`config.mk`:
```
export PLATFORM = sky130hd
export DESIGN_NAME = blk_xfer_engine
export DESIGN_NICKNAME = d
export VERILOG_FILES = /design/src/rtl/blk_xfer_pkg.sv /design/src/rtl/blk_xfer_control.sv /design/src/rtl/blk_xfer_datapath.sv /design/src/rtl/blk_xfer_engine.sv
export SDC_FILE = /design/constraint.sdc
export NUM_CORES = 1
export LEC_CHECK = 0
export CAP_MARGIN = 20
export CORE_MARGIN = 10
export CORE_UTILIZATION = 60
export CTS_BUF_LIST = sky130_fd_sc_hd__clkbuf_8
export CTS_CLUSTER_SIZE = 10
export DETAILED_ROUTE_END_ITERATION = 12
export DONT_BUFFER_PORTS = 1
export PLACE_DENSITY = 0.84
export SKIP_LAST_GASP = 1
export SLEW_MARGIN = 20
export SYNTH_ARGS = -nofsm -noshare
export SYNTH_HDL_FRONTEND = slang
export SYNTH_HIERARCHICAL = 1
export SYNTH_SLANG_ARGS = --single-unit
```
`constraint.sdc`:
```
create_clock -name clk -period 3.6 [get_ports clk]
set_input_delay 0.72 -clock clk [delete_from_list [all_inputs] [get_ports clk]]
set_output_delay 0.72 -clock clk [all_outputs]
set_load 0.05 [all_outputs]
```
`src/rtl/blk_xfer_pkg.sv`:
```
package blk_xfer_pkg;
  localparam int FLAG_C  = 0;
  localparam int FLAG_N  = 1;
  localparam int FLAG_PV = 2;
  localparam int FLAG_H  = 4;
  localparam int FLAG_Z  = 6;
  localparam int FLAG_S  = 7;

  typedef enum logic [1:0] {
    ST_IDLE = 2'd0,
    ST_READ = 2'd1,
    ST_EXEC = 2'd2
  } xferState_e;

  typedef struct packed {
    logic loadRegs;
    logic execPhase;
  } xferStrobe_t;
endpackage

```
`src/rtl/blk_xfer_control.sv`:
```
module blk_xfer_control
  import blk_xfer_pkg::*;
(
  input  logic        clk,
  input  logic        rstN,
  input  logic        start,
  input  logic        keepGoing,
  output xferStrobe_t strobe,
  output logic        busy,
  output logic        done
);
  xferState_e state;
  logic       doneReg;

  always_ff @(posedge clk) begin
    if (!rstN) begin
      state   <= ST_IDLE;
      doneReg <= 1'b0;
    end else begin
      doneReg <= 1'b0;
      case (state)
        ST_IDLE: if (start) state <= ST_READ;
        ST_READ: state <= ST_EXEC;
        ST_EXEC: begin
          if (keepGoing) begin
            state <= ST_READ;
          end else begin
            state   <= ST_IDLE;
            doneReg <= 1'b1;
          end
        end
        default: state <= ST_IDLE;
      endcase
    end
  end

  always_comb begin
    strobe.loadRegs  = (state == ST_IDLE) && start;
    strobe.execPhase = (state == ST_EXEC);
  end

  assign busy = (state != ST_IDLE);
  assign done = doneReg;
endmodule

```
`src/rtl/blk_xfer_datapath.sv`:
```
module blk_xfer_datapath
  import blk_xfer_pkg::*;
#(
  parameter int ADDR_W    = 16,
  parameter int DATA_W    = 8,
  parameter int CYC_W     = 16,
  parameter int ITER_COST = 21,
  parameter int LAST_COST = 16
) (
  input  logic              clk,
  input  logic              rstN,
  input  xferStrobe_t       strobe,
  input  logic              cmdCompare,
  input  logic              cmdDecrement,
  input  logic              cmdRepeat,
  input  logic [ADDR_W-1:0] srcIn,
  input  logic [ADDR_W-1:0] dstIn,
  input  logic [ADDR_W-1:0] cntIn,
  input  logic [DATA_W-1:0] accIn,
  input  logic [7:0]        flagsIn,
  input  logic [DATA_W-1:0] memRdata,
  output logic [ADDR_W-1:0] memAddr,
  output logic              memWe,
  output logic [DATA_W-1:0] memWdata,
  output logic [ADDR_W-1:0] srcOut,
  output logic [ADDR_W-1:0] dstOut,
  output logic [ADDR_W-1:0] cntOut,
  output logic [7:0]        flagsOut,
  output logic [CYC_W-1:0]  cycleCount,
  output logic              keepGoing,
  output logic              modeCompare,
  output logic              modeRepeat
);
  localparam logic [ADDR_W-1:0] STEP_UP   = ADDR_W'(1);
  localparam logic [ADDR_W-1:0] STEP_DOWN = '1;
  localparam logic [CYC_W-1:0]  COST_MID  = CYC_W'(ITER_COST);
  localparam logic [CYC_W-1:0]  COST_END  = CYC_W'(LAST_COST);
  localparam int                NIB_W     = 4;

  logic [ADDR_W-1:0] srcReg, dstReg, cntReg;
  logic [DATA_W-1:0] accReg;
  logic [7:0]        flagsReg;
  logic [CYC_W-1:0]  cycReg;
  logic              modeDown;

  logic [ADDR_W-1:0] stepVal, srcNext, dstNext, cntNext;
  logic [DATA_W-1:0] diff;
  logic [NIB_W:0]    nibbleDiff;
  logic              isMatch, countLeft;
  logic [7:0]        flagsNext;

  assign stepVal    = modeDown ? STEP_DOWN : STEP_UP;
  assign srcNext    = srcReg + stepVal;
  assign dstNext    = dstReg + stepVal;
  assign cntNext    = cntReg - ADDR_W'(1);
  assign countLeft  = (cntNext != '0);
  assign diff       = accReg - memRdata;
  assign nibbleDiff = {1'b0, accReg[NIB_W-1:0]} - {1'b0, memRdata[NIB_W-1:0]};
  assign isMatch    = (diff == '0);
  assign keepGoing  = modeRepeat && countLeft && !(modeCompare && isMatch);

  always_comb begin
    flagsNext          = flagsReg;
    flagsNext[FLAG_PV] = countLeft;
    if (modeCompare) begin
      flagsNext[FLAG_S] = diff[DATA_W-1];
      flagsNext[FLAG_Z] = isMatch;
      flagsNext[FLAG_H] = nibbleDiff[NIB_W];
      flagsNext[FLAG_N] = 1'b1;
    end else begin
      flagsNext[FLAG_H] = 1'b0;
      flagsNext[FLAG_N] = 1'b0;
    end
  end

  always_ff @(posedge clk) begin
    if (!rstN) begin
      srcReg      <= '0;
      dstReg      <= '0;
      cntReg      <= '0;
      accReg      <= '0;
      flagsReg    <= '0;
      cycReg      <= '0;
      modeCompare <= 1'b0;
      modeDown    <= 1'b0;
      modeRepeat  <= 1'b0;
    end else if (strobe.loadRegs) begin
      srcReg      <= srcIn;
      dstReg      <= dstIn;
      cntReg      <= cntIn;
      accReg      <= accIn;
      flagsReg    <= flagsIn;
      cycReg      <= '0;
      modeCompare <= cmdCompare;
      modeDown    <= cmdDecrement;
      modeRepeat  <= cmdRepeat;
    end else if (strobe.execPhase) begin
      srcReg   <= srcNext;
      cntReg   <= cntNext;
      flagsReg <= flagsNext;
      cycReg   <= cycReg + (keepGoing ? COST_MID : COST_END);
      if (!modeCompare) dstReg <= dstNext;
    end
  end

  assign memAddr    = (strobe.execPhase && !modeCompare) ? dstReg : srcReg;
  assign memWe      = strobe.execPhase && !modeCompare;
  assign memWdata   = memRdata;
  assign srcOut     = srcReg;
  assign dstOut     = dstReg;
  assign cntOut     = cntReg;
  assign flagsOut   = flagsReg;
  assign cycleCount = cycReg;
endmodule

```
`src/rtl/blk_xfer_engine.sv`:
```
module blk_xfer_engine
  import blk_xfer_pkg::*;
#(
  parameter int ADDR_W    = 16,
  parameter int DATA_W    = 8,
  parameter int CYC_W     = 16,
  parameter int ITER_COST = 21,
  parameter int LAST_COST = 16
) (
  input  logic              clk,
  input  logic              rstN,
  input  logic              start,
  input  logic              cmdCompare,
  input  logic              cmdDecrement,
  input  logic              cmdRepeat,
  input  logic [ADDR_W-1:0] srcIn,
  input  logic [ADDR_W-1:0] dstIn,
  input  logic [ADDR_W-1:0] cntIn,
  input  logic [DATA_W-1:0] accIn,
  input  logic [7:0]        flagsIn,
  output logic [ADDR_W-1:0] memAddr,
  output logic              memWe,
  output logic [DATA_W-1:0] memWdata,
  input  logic [DATA_W-1:0] memRdata,
  output logic              busy,
  output logic              done,
  output logic [ADDR_W-1:0] srcOut,
  output logic [ADDR_W-1:0] dstOut,
  output logic [ADDR_W-1:0] cntOut,
  output logic [7:0]        flagsOut,
  output logic [CYC_W-1:0]  cycleCount
);
  xferStrobe_t strobe;
  logic        keepGoing;
  logic        modeCompare;
  logic        modeRepeat;

  blk_xfer_control u_ctrl (
    .clk       (clk),
    .rstN      (rstN),
    .start     (start),
    .keepGoing (keepGoing),
    .strobe    (strobe),
    .busy      (busy),
    .done      (done)
  );

  blk_xfer_datapath #(
    .ADDR_W    (ADDR_W),
    .DATA_W    (DATA_W),
    .CYC_W     (CYC_W),
    .ITER_COST (ITER_COST),
    .LAST_COST (LAST_COST)
  ) u_dp (
    .clk          (clk),
    .rstN         (rstN),
    .strobe       (strobe),
    .cmdCompare   (cmdCompare),
    .cmdDecrement (cmdDecrement),
    .cmdRepeat    (cmdRepeat),
    .srcIn        (srcIn),
    .dstIn        (dstIn),
    .cntIn        (cntIn),
    .accIn        (accIn),
    .flagsIn      (flagsIn),
    .memRdata     (memRdata),
    .memAddr      (memAddr),
    .memWe        (memWe),
    .memWdata     (memWdata),
    .srcOut       (srcOut),
    .dstOut       (dstOut),
    .cntOut       (cntOut),
    .flagsOut     (flagsOut),
    .cycleCount   (cycleCount),
    .keepGoing    (keepGoing),
    .modeCompare  (modeCompare),
    .modeRepeat   (modeRepeat)
  );
endmodule

```
==> out/qor.yml <==
setup_viol: 0
nets: 917
drt_iter0_markers: 603
synthArstFlopShare: 0
die_area_mm2: 0.01452
grt.total_usage: 0.2442
io_buffers: 0
cts_inserted_buffers: 9
clock_path_buffers: 2
design_area_mm2: 0.006807
grt_pass1_vias: 5759
dieWidth_um: 120.5
yosysMostFrequentCell: "nand2_1"
layout_min_cycle_time_ns: 3.390
arrival_ns: 3.67
slew_headroom: 0.4187
nFillCells: 813
wire_per_inst_um: 19.97
core_area_mm2: 0.009819
finClkSkew_ns: 0.009759
overflow: 0
ff2ff_path_depth: 14
endpoint_kind: "flip-flop"
p_per_area_mw_per_mm2: 404.6
ys_top_cells_by_count: "nand2_1, dfxtp_1, a21oi_1"
fmax_mhz: 294.9
drv_slew: 0
rsz0062_at_grt: "false"
power_leakage_nw: 2.845
path_class: "flip-flop to flip-flop"
area_growth_pct: 12.33
fin_setup_tns_ns: 0
start_util: 0.6171
yosysUniqueCellTypes: 69
synth-edff-count: 0
pre_cts_slack_ns: -0.01289
crit_path_start: "u_dp/cntOut[1]"
routed_wl_um: 18730
rrSetupSlack_ns: 0.21
regArea_mm2: 0.001724
r2r-end: "u_dp/cycleCount[12]"
instances_no_fill: 938
endpoint: "u_dp/cycleCount[12]"
whs_ns: 0.4822
synth_top_area_cell: "dfxtp_1"
clockRootBuffer: "clkbuf_8"
dpl-instance-area_mm2: 0.006603
tritoncts: "built"
hold_viol: 0
avgSynthCellArea_um2: 7.709
timing.rr.start: "u_dp/cntOut[1]"
grt_max_degree: 74
syn_inst: 786
drt_pass1_iterations: 5
setup_ws_ns: 0.2096
vdd_drop_max_mv: 0.3006
synth.yosys.seq_area_share: 0.2841
hold_path.class: "flip-flop to flip-flop"
synth.top_cell.area_share: 0.2841
ys.flop_type: "dfxtp_1"
place_congestion: 0.8903
postCtsHoldBufs: 0
ios: 177
tightestPinTransition_ns: 0.8708
dp_hpwl_um: 13580
start_kind: "flip-flop"
htree_levels: 3
multiInputGateArea_mm2: 0.004008
vias_per_cell: 6.350
synthesis.area_mm2: 0.006060
vias: 5956
antenna_found_initial: 1
worstSkewPairLatency_ns: 0.36
cts.sinks: 86
ys_warn_count: 6
status: "finished, final reports clean"
grt_pass1_wl_um: 29650
row_count: 36
placedCellCount: 921
worstPathRequired_ns: 3.88
drive_gt1_frac: 0.1119
drtAntennaViolNets: 0
synthTopCellsByArea: "dfxtp_1, ha_1, nand2_1"
clkTransAtPathRegs_ns: 0.09
syn_nets: 904
die_h_um: 120.5
fin_crit_sh: 0.9418
cp_max_fo: 11
drc_errors: 0
synth_seq_cells: 86
cap_violations: 0
-- report_power, final --
group	switching (mW)	total [mW]	internal [mW]
clock network	0.364	0.702	0.338
logic	0.553	0.887	0.334
registers	0.149	1.16	1.02
-- sequential cells by signal, summed over array words and instances, names as in the netlist, 2 cells and up --
name,flops
u_dp/accReg,8
u_dp/flagsOut,8
u_dp/srcOut,16
u_dp/dstOut,16
u_ctrl/state,2
u_dp/cntOut,16
u_dp/cycleCount,16
-- per-layer routing --
layer	share of wire	GRT usage	wire [µm]
met5	0	0	0
met1	0.39	0.2735	7254
met3	0.098	0.08423	1831
met4	0.015	0.07240	287
met2	0.50	0.4278	9359
-- critical path: stages, from the launching register on --
cell and delay, ns:
dfxtp_1 0.34, inv_1 0.06, ha_1 0.31, or3_1 0.41, o21ai_0 0.19, a32oi_1 0.13
a2111o_1 0.43, nand2_1 0.15, a21oi_4 0.04, and2_1 0.17, ha_1 0.23, and3_1 0.24
o21ai_0 0.30, nand3_1 0.14, a21oi_1 0.17
-- metrics by stage --
| stage | util | power, mW |
|---|---|---|
| detailed placement | 0.6724 | 2.061 |
| CTS | 0.6928 | 2.756 |
| global route | 0.6932 | 2.888 |
| floorplan | - | 1.836 |
| global placement | 0.6724 | 2.022 |
| finish | 0.6932 | 2.754 |
-- logic make-up after synthesis --
family | share of synthesized area
AO/OA/AOI/OAI | 0.2453
XOR/XNOR | 0.05637
adder cells (fa/ha/maj) | 0.08507
buffers and inverters | 0.05658
flip-flops | 0.2841
multiplexers | 0.03820
AND/OR/NAND/NOR | 0.2344
-- worst min-delay path by stage --
stage                               start         endpoint  slack [ns]  cells after the start
after detailed placement  u_ctrl/state[1]  u_ctrl/state[1]        0.46                      1
after CTS                            rstN  u_ctrl/state[1]        0.47                      2
after floorplan           u_ctrl/state[1]  u_ctrl/state[1]        0.44                      1
after global routing                 rstN  u_ctrl/state[1]        0.47                      2
after global placement    u_ctrl/state[1]  u_ctrl/state[1]        0.45                      1
final                     u_ctrl/state[1]  u_ctrl/state[1]        0.48                      1
-- cell usage in the layout, fill, tap and decap left out, drive strengths merged, types with 9 or more instances in the layout --
master  synthesis  routed
nand2         104     104
dfxtp          86      86
a21oi          77      77
o21ai          73      73
buf            15      57
ha             38      38
nor2           37      37
xnor2          29      29
nor2b          26      26
inv            22      23
nor3           23      23
mux2i          22      22
and3           17      17
and2           17      17
nand3          16      16
nand2b         11      11
clkbuf         40      10
xor2           10      10
o211a          10      10
or3            10      10
a211oi          9       9
-- final cells by class --
| type | count | area share |
|---|---|---|
| clock buffer | 10 | 0.02022 |
| timing repair buffer | 57 | 0.09044 |
| inverter | 24 | 0.01324 |
| multi-input combinational | 621 | 0.5888 |
| tap | 133 | 0.02445 |
| antenna | 1 | 0.0003676 |
| sequential | 86 | 0.2533 |
| clock inverter | 6 | 0.009191 |
-- what timing repair did --
item                                    CTS  global route
gates resized for setup                   0             2
buffers inserted                          0             0
endpoints found under the setup margin    0             2
endpoints found under the hold margin     0             0
Note: power is estimated with default switching activity, not from simulation.
